`src/rtl/bor_pkg.sv`:
```
package bor_pkg;

  typedef enum logic [1:0] {
    BS_RUN  = 2'd0,  // supply healthy, reset released
    BS_DIP  = 2'd1,  // supply low, qualifying the sag
    BS_HOLD = 2'd2,  // reset asserted, supply still low
    BS_REL  = 2'd3   // reset asserted, release time-out running
  } bor_state_e;

  function automatic int unsigned cnt_bits(input int unsigned a, input int unsigned b);
    int unsigned m;
    m = (a > b) ? a : b;
    return $clog2(m + 1);
  endfunction

endpackage

```
`src/rtl/bor_hyst_cmp.sv`:
```
module bor_hyst_cmp #(
  parameter int unsigned LVL_W   = 10,
  parameter int unsigned LO_FALL = 500,
  parameter int unsigned LO_RISE = 512,
  parameter int unsigned HI_FALL = 745,
  parameter int unsigned HI_RISE = 760
) (
  input  logic             clk,
  input  logic             rst_n,
  input  logic             en_i,
  input  logic             hi_sel_i,
  input  logic [LVL_W-1:0] level_i,
  output logic             under_o
);

  localparam logic [LVL_W-1:0] LO_F = LVL_W'(LO_FALL);
  localparam logic [LVL_W-1:0] LO_R = LVL_W'(LO_RISE);
  localparam logic [LVL_W-1:0] HI_F = LVL_W'(HI_FALL);
  localparam logic [LVL_W-1:0] HI_R = LVL_W'(HI_RISE);

  logic [LVL_W-1:0] fall_thr;
  logic [LVL_W-1:0] rise_thr;
  logic             under_q;
  logic             under_d;

  always_comb begin
    fall_thr = hi_sel_i ? HI_F : LO_F;
    rise_thr = hi_sel_i ? HI_R : LO_R;
  end

  // Low judgement with hysteresis; cleared when the detector is off.
  always_comb begin
    if (!en_i) begin
      under_d = 1'b0;
    end else if (under_q) begin
      under_d = (level_i < rise_thr);
    end else begin
      under_d = (level_i < fall_thr);
    end
  end

  // Power-on: supply presumed low until seen above the rising limit.
  always_ff @(posedge clk or negedge rst_n) begin
    if (!rst_n) begin
      under_q <= 1'b1;
    end else begin
      under_q <= under_d;
    end
  end

  assign under_o = under_q;

endmodule

```
`src/rtl/bor_run_cnt.sv`:
```
module bor_run_cnt #(
  parameter int unsigned CNT_W = 7
) (
  input  logic             clk,
  input  logic             rst_n,
  input  logic             start_i,
  input  logic             step_i,
  output logic [CNT_W-1:0] cnt_o
);

  logic [CNT_W-1:0] cnt_q;
  logic [CNT_W-1:0] cnt_d;
  logic             cnt_en;

  // start loads one (the first counted cycle); step adds one.
  always_comb begin
    cnt_en = start_i | step_i;
    cnt_d  = start_i ? CNT_W'(1) : cnt_q + CNT_W'(1);
  end

  always_ff @(posedge clk or negedge rst_n) begin
    if (!rst_n) begin
      cnt_q <= '0;
    end else if (cnt_en) begin
      cnt_q <= cnt_d;
    end
  end

  assign cnt_o = cnt_q;

endmodule

```
`src/rtl/vdd_bor_seq.sv`:
```
module vdd_bor_seq #(
  parameter int unsigned LVL_W   = 10,
  parameter int unsigned LO_FALL = 500,
  parameter int unsigned LO_RISE = 512,
  parameter int unsigned HI_FALL = 745,
  parameter int unsigned HI_RISE = 760,
  parameter int unsigned DIP_CYC = 20,
  parameter int unsigned REL_CYC = 64
) (
  input  logic             clk,
  input  logic             rst_n,
  input  logic             det_en,
  input  logic             hi_trip_sel,
  input  logic [LVL_W-1:0] vlevel,
  input  logic             flag_clr,
  output logic             sys_rst_o,
  output logic             bo_flag_o
);

  import bor_pkg::*;

  localparam int unsigned CNT_W = cnt_bits(DIP_CYC, REL_CYC);
  localparam logic [CNT_W-1:0] DIP_LIM = CNT_W'(DIP_CYC);
  localparam logic [CNT_W-1:0] REL_LIM = CNT_W'(REL_CYC);

  logic             under;
  logic [CNT_W-1:0] cnt;
  logic             cnt_start;
  logic             cnt_step;
  logic             bo_set;
  bor_state_e       st_q;
  bor_state_e       st_d;
  logic             flag_q;
  logic             flag_d;
  logic             flag_en;

  bor_hyst_cmp #(
    .LVL_W  (LVL_W),
    .LO_FALL(LO_FALL),
    .LO_RISE(LO_RISE),
    .HI_FALL(HI_FALL),
    .HI_RISE(HI_RISE)
  ) u_cmp (
    .clk     (clk),
    .rst_n   (rst_n),
    .en_i    (det_en),
    .hi_sel_i(hi_trip_sel),
    .level_i (vlevel),
    .under_o (under)
  );

  bor_run_cnt #(
    .CNT_W(CNT_W)
  ) u_cnt (
    .clk    (clk),
    .rst_n  (rst_n),
    .start_i(cnt_start),
    .step_i (cnt_step),
    .cnt_o  (cnt)
  );

  // Next-state logic: one counter serves both the sag and release windows.
  always_comb begin
    st_d      = st_q;
    cnt_start = 1'b0;
    cnt_step  = 1'b0;
    bo_set    = 1'b0;
    if (!det_en) begin
      st_d = BS_RUN;
    end else begin
      unique case (st_q)
        BS_RUN: begin
          if (under) begin
            st_d      = BS_DIP;
            cnt_start = 1'b1;
          end
        end
        BS_DIP: begin
          if (!under) begin
            st_d = BS_RUN;
          end else if (cnt == DIP_LIM) begin
            st_d   = BS_HOLD;
            bo_set = 1'b1;
          end else begin
            cnt_step = 1'b1;
          end
        end
        BS_HOLD: begin
          if (!under) begin
            st_d      = BS_REL;
            cnt_start = 1'b1;
          end
        end
        BS_REL: begin
          if (under) begin
            st_d = BS_HOLD;
          end else if (cnt == REL_LIM) begin
            st_d = BS_RUN;
          end else begin
            cnt_step = 1'b1;
          end
        end
        default: st_d = BS_HOLD;
      endcase
    end
  end

  always_ff @(posedge clk or negedge rst_n) begin
    if (!rst_n) begin
      st_q <= BS_HOLD;
    end else begin
      st_q <= st_d;
    end
  end

  // Sticky flag: a brown-out on the same edge beats a clear.
  always_comb begin
    flag_en = bo_set | flag_clr;
    flag_d  = bo_set;
  end

  always_ff @(posedge clk or negedge rst_n) begin
    if (!rst_n) begin
      flag_q <= 1'b0;
    end else if (flag_en) begin
      flag_q <= flag_d;
    end
  end

  assign sys_rst_o = (st_q == BS_HOLD) || (st_q == BS_REL);
  assign bo_flag_o = flag_q;

endmodule

```
`config.mk`:
```
export PLATFORM = sky130hd
export DESIGN_NAME = vdd_bor_seq
export DESIGN_NICKNAME = d
export VERILOG_FILES = /design/src/rtl/bor_pkg.sv /design/src/rtl/bor_hyst_cmp.sv /design/src/rtl/bor_run_cnt.sv /design/src/rtl/vdd_bor_seq.sv
export SDC_FILE = /design/constraint.sdc
export NUM_CORES = 1
export LEC_CHECK = 0
export BUFFER_PORTS_ARGS = -buffer_cell sky130_fd_sc_hd__buf_2
export CAP_MARGIN = 30
export CORE_MARGIN = 2
export CORE_UTILIZATION = 56
export CTS_BUF_LIST = sky130_fd_sc_hd__clkbuf_8
export DETAILED_ROUTE_END_ITERATION = 12
export HOLD_SLACK_MARGIN = 0.06
export PLACE_DENSITY = 0.81
export SLEW_MARGIN = 20
export SYNTH_ARGS = -nofsm -noshare
export SYNTH_HDL_FRONTEND = slang
export SYNTH_SLANG_ARGS = --single-unit
export TNS_END_PERCENT = 100
```
`constraint.sdc`:
```
create_clock -name clk -period 2.1 [get_ports clk]
set_input_delay 0.42 -clock clk [delete_from_list [all_inputs] [get_ports clk]]
set_output_delay 0.42 -clock clk [all_outputs]
set_load 0.005 [all_outputs]
```
## Word-level counts from Yosys, hierarchy flattened

Index checks and enable logic that the tools add are counted.
Widths: inputs -> output; s select.

- Logic and storage cells: 48
- Memories: 0
- Bits in latches: 0
- Output and inout bits: 2
- Memory bits (writable): 0
- Input bits: 15
- ROM bits: 0
- Register bits after elaboration: 11

- Equality and inequality tests: 9
- Div/mod/pow operators: 0
- Magnitude comparators: 2
- $add $sub $neg: 1
- Bitwise gates (word level): 2
- Shift operators: 0
- Multiply operators: 0
- Reductions and logical operators: 3
- Multiplexer cells: 27

Operators with widths:

| operator | number |
|---|---|
| $lt 10x10->1 | 2 |
| $mux 1 | 14 |
| $mux 2 | 7 |
| $mux 10 | 1 |
| $mux 8 | 1 |
| $pmux 2 s4 | 1 |
| $add 7x1->7 const B | 1 |
| $eq 7x5->1 const B | 1 |
| $eq 7x7->1 const B | 1 |
| $mux 7 | 1 |
| $eq 2x2->1 const B | 2 |
| $ne 4x3->1 const B | 1 |
| $ne 4x4->1 const B | 1 |
| $pmux 1 s2 | 2 |
| $reduce_and 4->1 | 1 |
| $ne 3x2->1 const B | 1 |
| $ne 3x3->1 const B | 1 |
| $eq 2x1->1 const B | 1 |
| $logic_not 2->1 | 1 |
| $or 1x1->1 | 2 |
| $logic_or 1x1->1 | 1 |

## Depth between registers and ports, before layout

- Depth after elaboration: 6
- Mapped depth: 6
- Depth with buffers taken out: 6

## Hierarchy

Synthesis repeated with hierarchy kept, for this count alone.

- Cell total of the unflattened synthesis: 87
- Area total of the unflattened synthesis: 850.8 µm²

By module, submodules not included:

| module | sequential area each (µm²) | area each (µm²) | instances | cells an instance |
|---|---|---|---|---|
| bor_run_cnt | 175.2 | 356.6 | 1 | 32 |
| bor_hyst_cmp | 26.3 | 270.3 | 1 | 30 |
| vdd_bor_seq | 76.3 | 224.0 | 1 | 25 |

## Least setup slack after synthesis

No wires, ideal clock.

- Kind: reg-to-reg
- From: register u_cnt.cnt_q[0], in the netlist u_cnt.cnt_o[0]
- To: register u_cnt.cnt_q[0], in the netlist u_cnt.cnt_o[0]
- Clock period less this slack: 1.589 ns
- Setup slack: 0.511 ns
- Stages on the path, launching flop included: 7
- Buffers on the path: 0
- Required time: 1.975 ns
- Arrival time: 1.464 ns
- Setup time: 0.125 ns
- Cells stage by stage: dfrtp_1 > inv_1 > ha_1 > nor3b_4 > a31o_2 > nand3_4 > mux2_4

- Cells in the longest elaborated chain, start to end: 6
- Elaborated cells on any way between the ends: 11
- Classes of those cells: add/sub: 1; eq/ne: 2; mux: 7; bitwise: 1

RTL lines:

| element | RTL line | text |
|---|---|---|
| start: declaration | bor_run_cnt.sv:11 | `logic [CNT_W-1:0] cnt_q;` |
| start signal: assignment | bor_run_cnt.sv:25 | `cnt_q <= cnt_d;` |
| $eq 7x7->1 / $eq 7x5->1 (equally long branches) | vdd_bor_seq.sv:97, vdd_bor_seq.sv:81 |  |
| $mux 1 (on tied branches) | vdd_bor_seq.sv:97, vdd_bor_seq.sv:81 |  |
| $mux 1 (on tied branches) | vdd_bor_seq.sv:95, vdd_bor_seq.sv:79 |  |
| $pmux 1 s2 | vdd_bor_seq.sv:71 | `unique case (st_q)` |
| $mux 1 | vdd_bor_seq.sv:68 | `if (!det_en) begin` |
| $or 1x1->1 | bor_run_cnt.sv:17 | `cnt_en = start_i \| step_i;` |

Parallel ways exist; a longest one is shown, timed or not.
A chain may end at the register's enable or synchronous reset.

## Worst setup path after layout

Same ends and word-level chain as after synthesis.

==> impl_metrics.yaml <==
worst_setup_path:
  timing.rr.end: "u_cnt.cnt_o[0]"
  arrival_ps: 1890
  path_cells: "inv_1 > ha_1 > nor3b_4 > a31o_2 > nand3_4 > mux2_4"
  crit_required_ps: 2220
  cp_num_cells: 6
  critPathMaxStageDelay_ps: 400
  cp-start-kind: "flop"
  ff2ff_setup_slack_ps: 330
  crit_type: "reg2reg"
  crit_path_end: "u_cnt.cnt_o[0]"
  cp-startpoint: "u_cnt.cnt_o[0]"
  crit_fanout: 7
  crit_path_top_delay_cell: "dfrtp_1"
  rr_startpoint: "u_cnt.cnt_o[0]"
  worstRegToRegCells: 6
  critPathBufInv: 1
  cp-end-kind: "flop"
  cp_top_family: "simple AND/OR/NAND/NOR gates"
clock_network:
  cts_root_buf: "clkbuf_8"
  cts-buffers-inserted: 3
  cts_tree: "built"
  cts_setup_buffers: 0
  ctsResizeCount: 0
  cts.sinks: 11
  path_clk_slew_ps: 50
  clock_latency_ps: 240
  cts_hold_buffers: 1
  cts_buffer_depth: 2
  htree_num_levels: 1
detailed_routing:
  drt-initial-drc-count: 19
  routed-via-count: 808
  via_per_inst: 6.17
  wl_per_cell_um: 14.2
  drc: 0
  ant_nets: 0
  drtPass1Iterations: 4
  wirelength_mm: 1.86
global_routing:
  grt_pass1_vias: 773
  track_usage_pct: 22.7
  grt_max_degree: 12
  overflow: 0
  grt_pass1_wl_mm: 3.26
  antenna_found_initial: 0
timing:
  slew_viol_final: 0
  fin_crit_ps: 1770
  rsz0062_at_grt: "false"
  tightest_slew_ps: 383
  slew_headroom_pct: 73.8
  finalHoldViolCount: 0
  fin_skew_ps: 0.210
  finalSetupTns_ps: 0
  finalCritPeriodShare_pct: 84.2
  fmax_mhz: 566
  setup_viol: 0
floorplanning:
  start_util_pct: 59.7
  die_y_um: 43.9
  io_pins: 17
  die_x_um: 43.9
  core_area_sq_mm: 0.00149
  fp.dieArea_sq_mm: 0.00192
  placementRows: 14
placement:
  dp_hpwl_mm: 1.44
  portBuffers: 16
  gp_congestion: 0.864
run:
  maxCapViolations: 0
yosys:
  avgSynthCellArea_sq_um: 9.36
  synth_seq_area_share_pct: 31.2
  ys_seq_elements: 11
  synthCells: 95
  synth_fp_nets: 122
  ys.warnings.count: 0
  synth_area_sq_um: 890
  synth_cell_types: 37
finish:
  final_cell_mix: "buf_2, ha_1, inv_1, nand2_1, dfrtp_1"
  antenna_cells: 0
  fin_nets: 143
  n_fill_cell: 118
  drive_gt1_share_pct: 25.2
  area_growth_pct: 17.0
  layout_commonest_cell: "buf_2"
  post-route-util_pct: 69.9
min_path:
  hold_path.class: "in2reg"
pwr:
  p_leak_nw: 0.494
  power-per-cell-area_mw_per_mm2: 591
  vdd_ir_drop_max_mv: 0.532
run_status:
  outcome: "complete, no violations"
[where the power goes]
group / switching [mW] / internal, mW
Clock: 0.0822 / 0.129
Combinational: 0.0795 / 0.0695
Sequential: 0.0229 / 0.233
Total: 0.185 / 0.431
[worst register-to-register path: stages (launching register included)]
cell	delay [ps]
dfrtp_1	400
inv_1	110
ha_1	160
nor3b_4	350
a31o_2	260
nand3_4	110
mux2_4	270
[synthesized netlist by cell type, drive strengths merged]
master	instances	area, sq um
dfstp	2	52.6
and3b	1	8.76
nand4	2	12.5
a2bb2oi	1	8.76
mux2	1	15.0
nor3	1	5.00
xor2	1	8.76
o32ai	1	8.76
o221ai	3	26.3
o311ai	1	8.76
nand3b	1	7.51
nor2b	2	12.5
inv	9	33.8
nand2	9	33.8
nor3b	1	18.8
o22ai	1	6.26
nor2	6	25.0
o31ai	1	7.51
a21o	2	16.3
dfrtp	9	225
ha	12	150
mux2i	2	20.0
a31o	1	8.76
nand4b	2	17.5
nand3	6	42.5
a211oi	1	7.51
clkbuf	1	3.75
a31oi	2	18.8
o21ai	7	35.0
o211ai	1	7.51
a2111oi	2	17.5
a21oi	3	18.8
[area by class of cell]
cell class                      count  area [sq um]  area share, %
Tap cell                           16          20.0           1.92
Inverter                            9          33.8           3.25
Multi-Input combinational cell     74           574           55.2
Timing Repair Buffer               17          90.1           8.65
Clock inverter                      1          3.75          0.361
Clock buffer                        3          41.3           3.97
Sequential cell                    11           278           26.7
[logic make-up after synthesis]
kind of cell               synth area share [%]
adders and majority gates                  16.9
and+or+nand+nor                            20.7
DFF                                        31.2
xor gates and xnor gates                  0.985
muxes                                      3.94
AOI/OAI and AO/OA                          22.1
buffers and inverters                      4.22
[routing by layer]
metal / share of wire [%] / routed length (um) / GRT usage, %
met1: 47 / 884 / 29.7
met3: 4.6 / 85 / 6.25
met2: 48 / 893 / 38.8
met4: 0 / 0 / 1.82
met5: 0 / 0 / 0
[metrics by stage]
step	instances	setup slack, ps	instance area [sq um]	hold slack [ps]	total power [mW]
detailed placement	126	265	986	304	0.405
finish	131	332	1040	365	0.615
global placement	126	252	986	299	0.395
global route	131	121	1040	380	0.651
CTS	131	341	1040	369	0.615
floorplan	95	511	890	124	0.351
[worst min path at each step]
stage          startpoint        endpoint  slack (ps)  cells after the start
6_report         flag_clr       bo_flag_o         370                      2
3_5_place_dp        rst_n  u_cnt.cnt_o[5]         300                      1
4_1_cts          flag_clr       bo_flag_o         370                      2
5_1_grt          flag_clr       bo_flag_o         380                      2
3_3_place_gp        rst_n  u_cnt.cnt_o[5]         300                      1
2_1_floorplan       rst_n       bo_flag_o         120                      0
[registers in the layout, summed over array words and instances, names as in the netlist]
signal         cells
bo_flag_o          1
u_cnt.cnt_o        7
u_cmp.under_o      1
st_q               2
No activity file was read; power rests on OpenSTA's default activity.
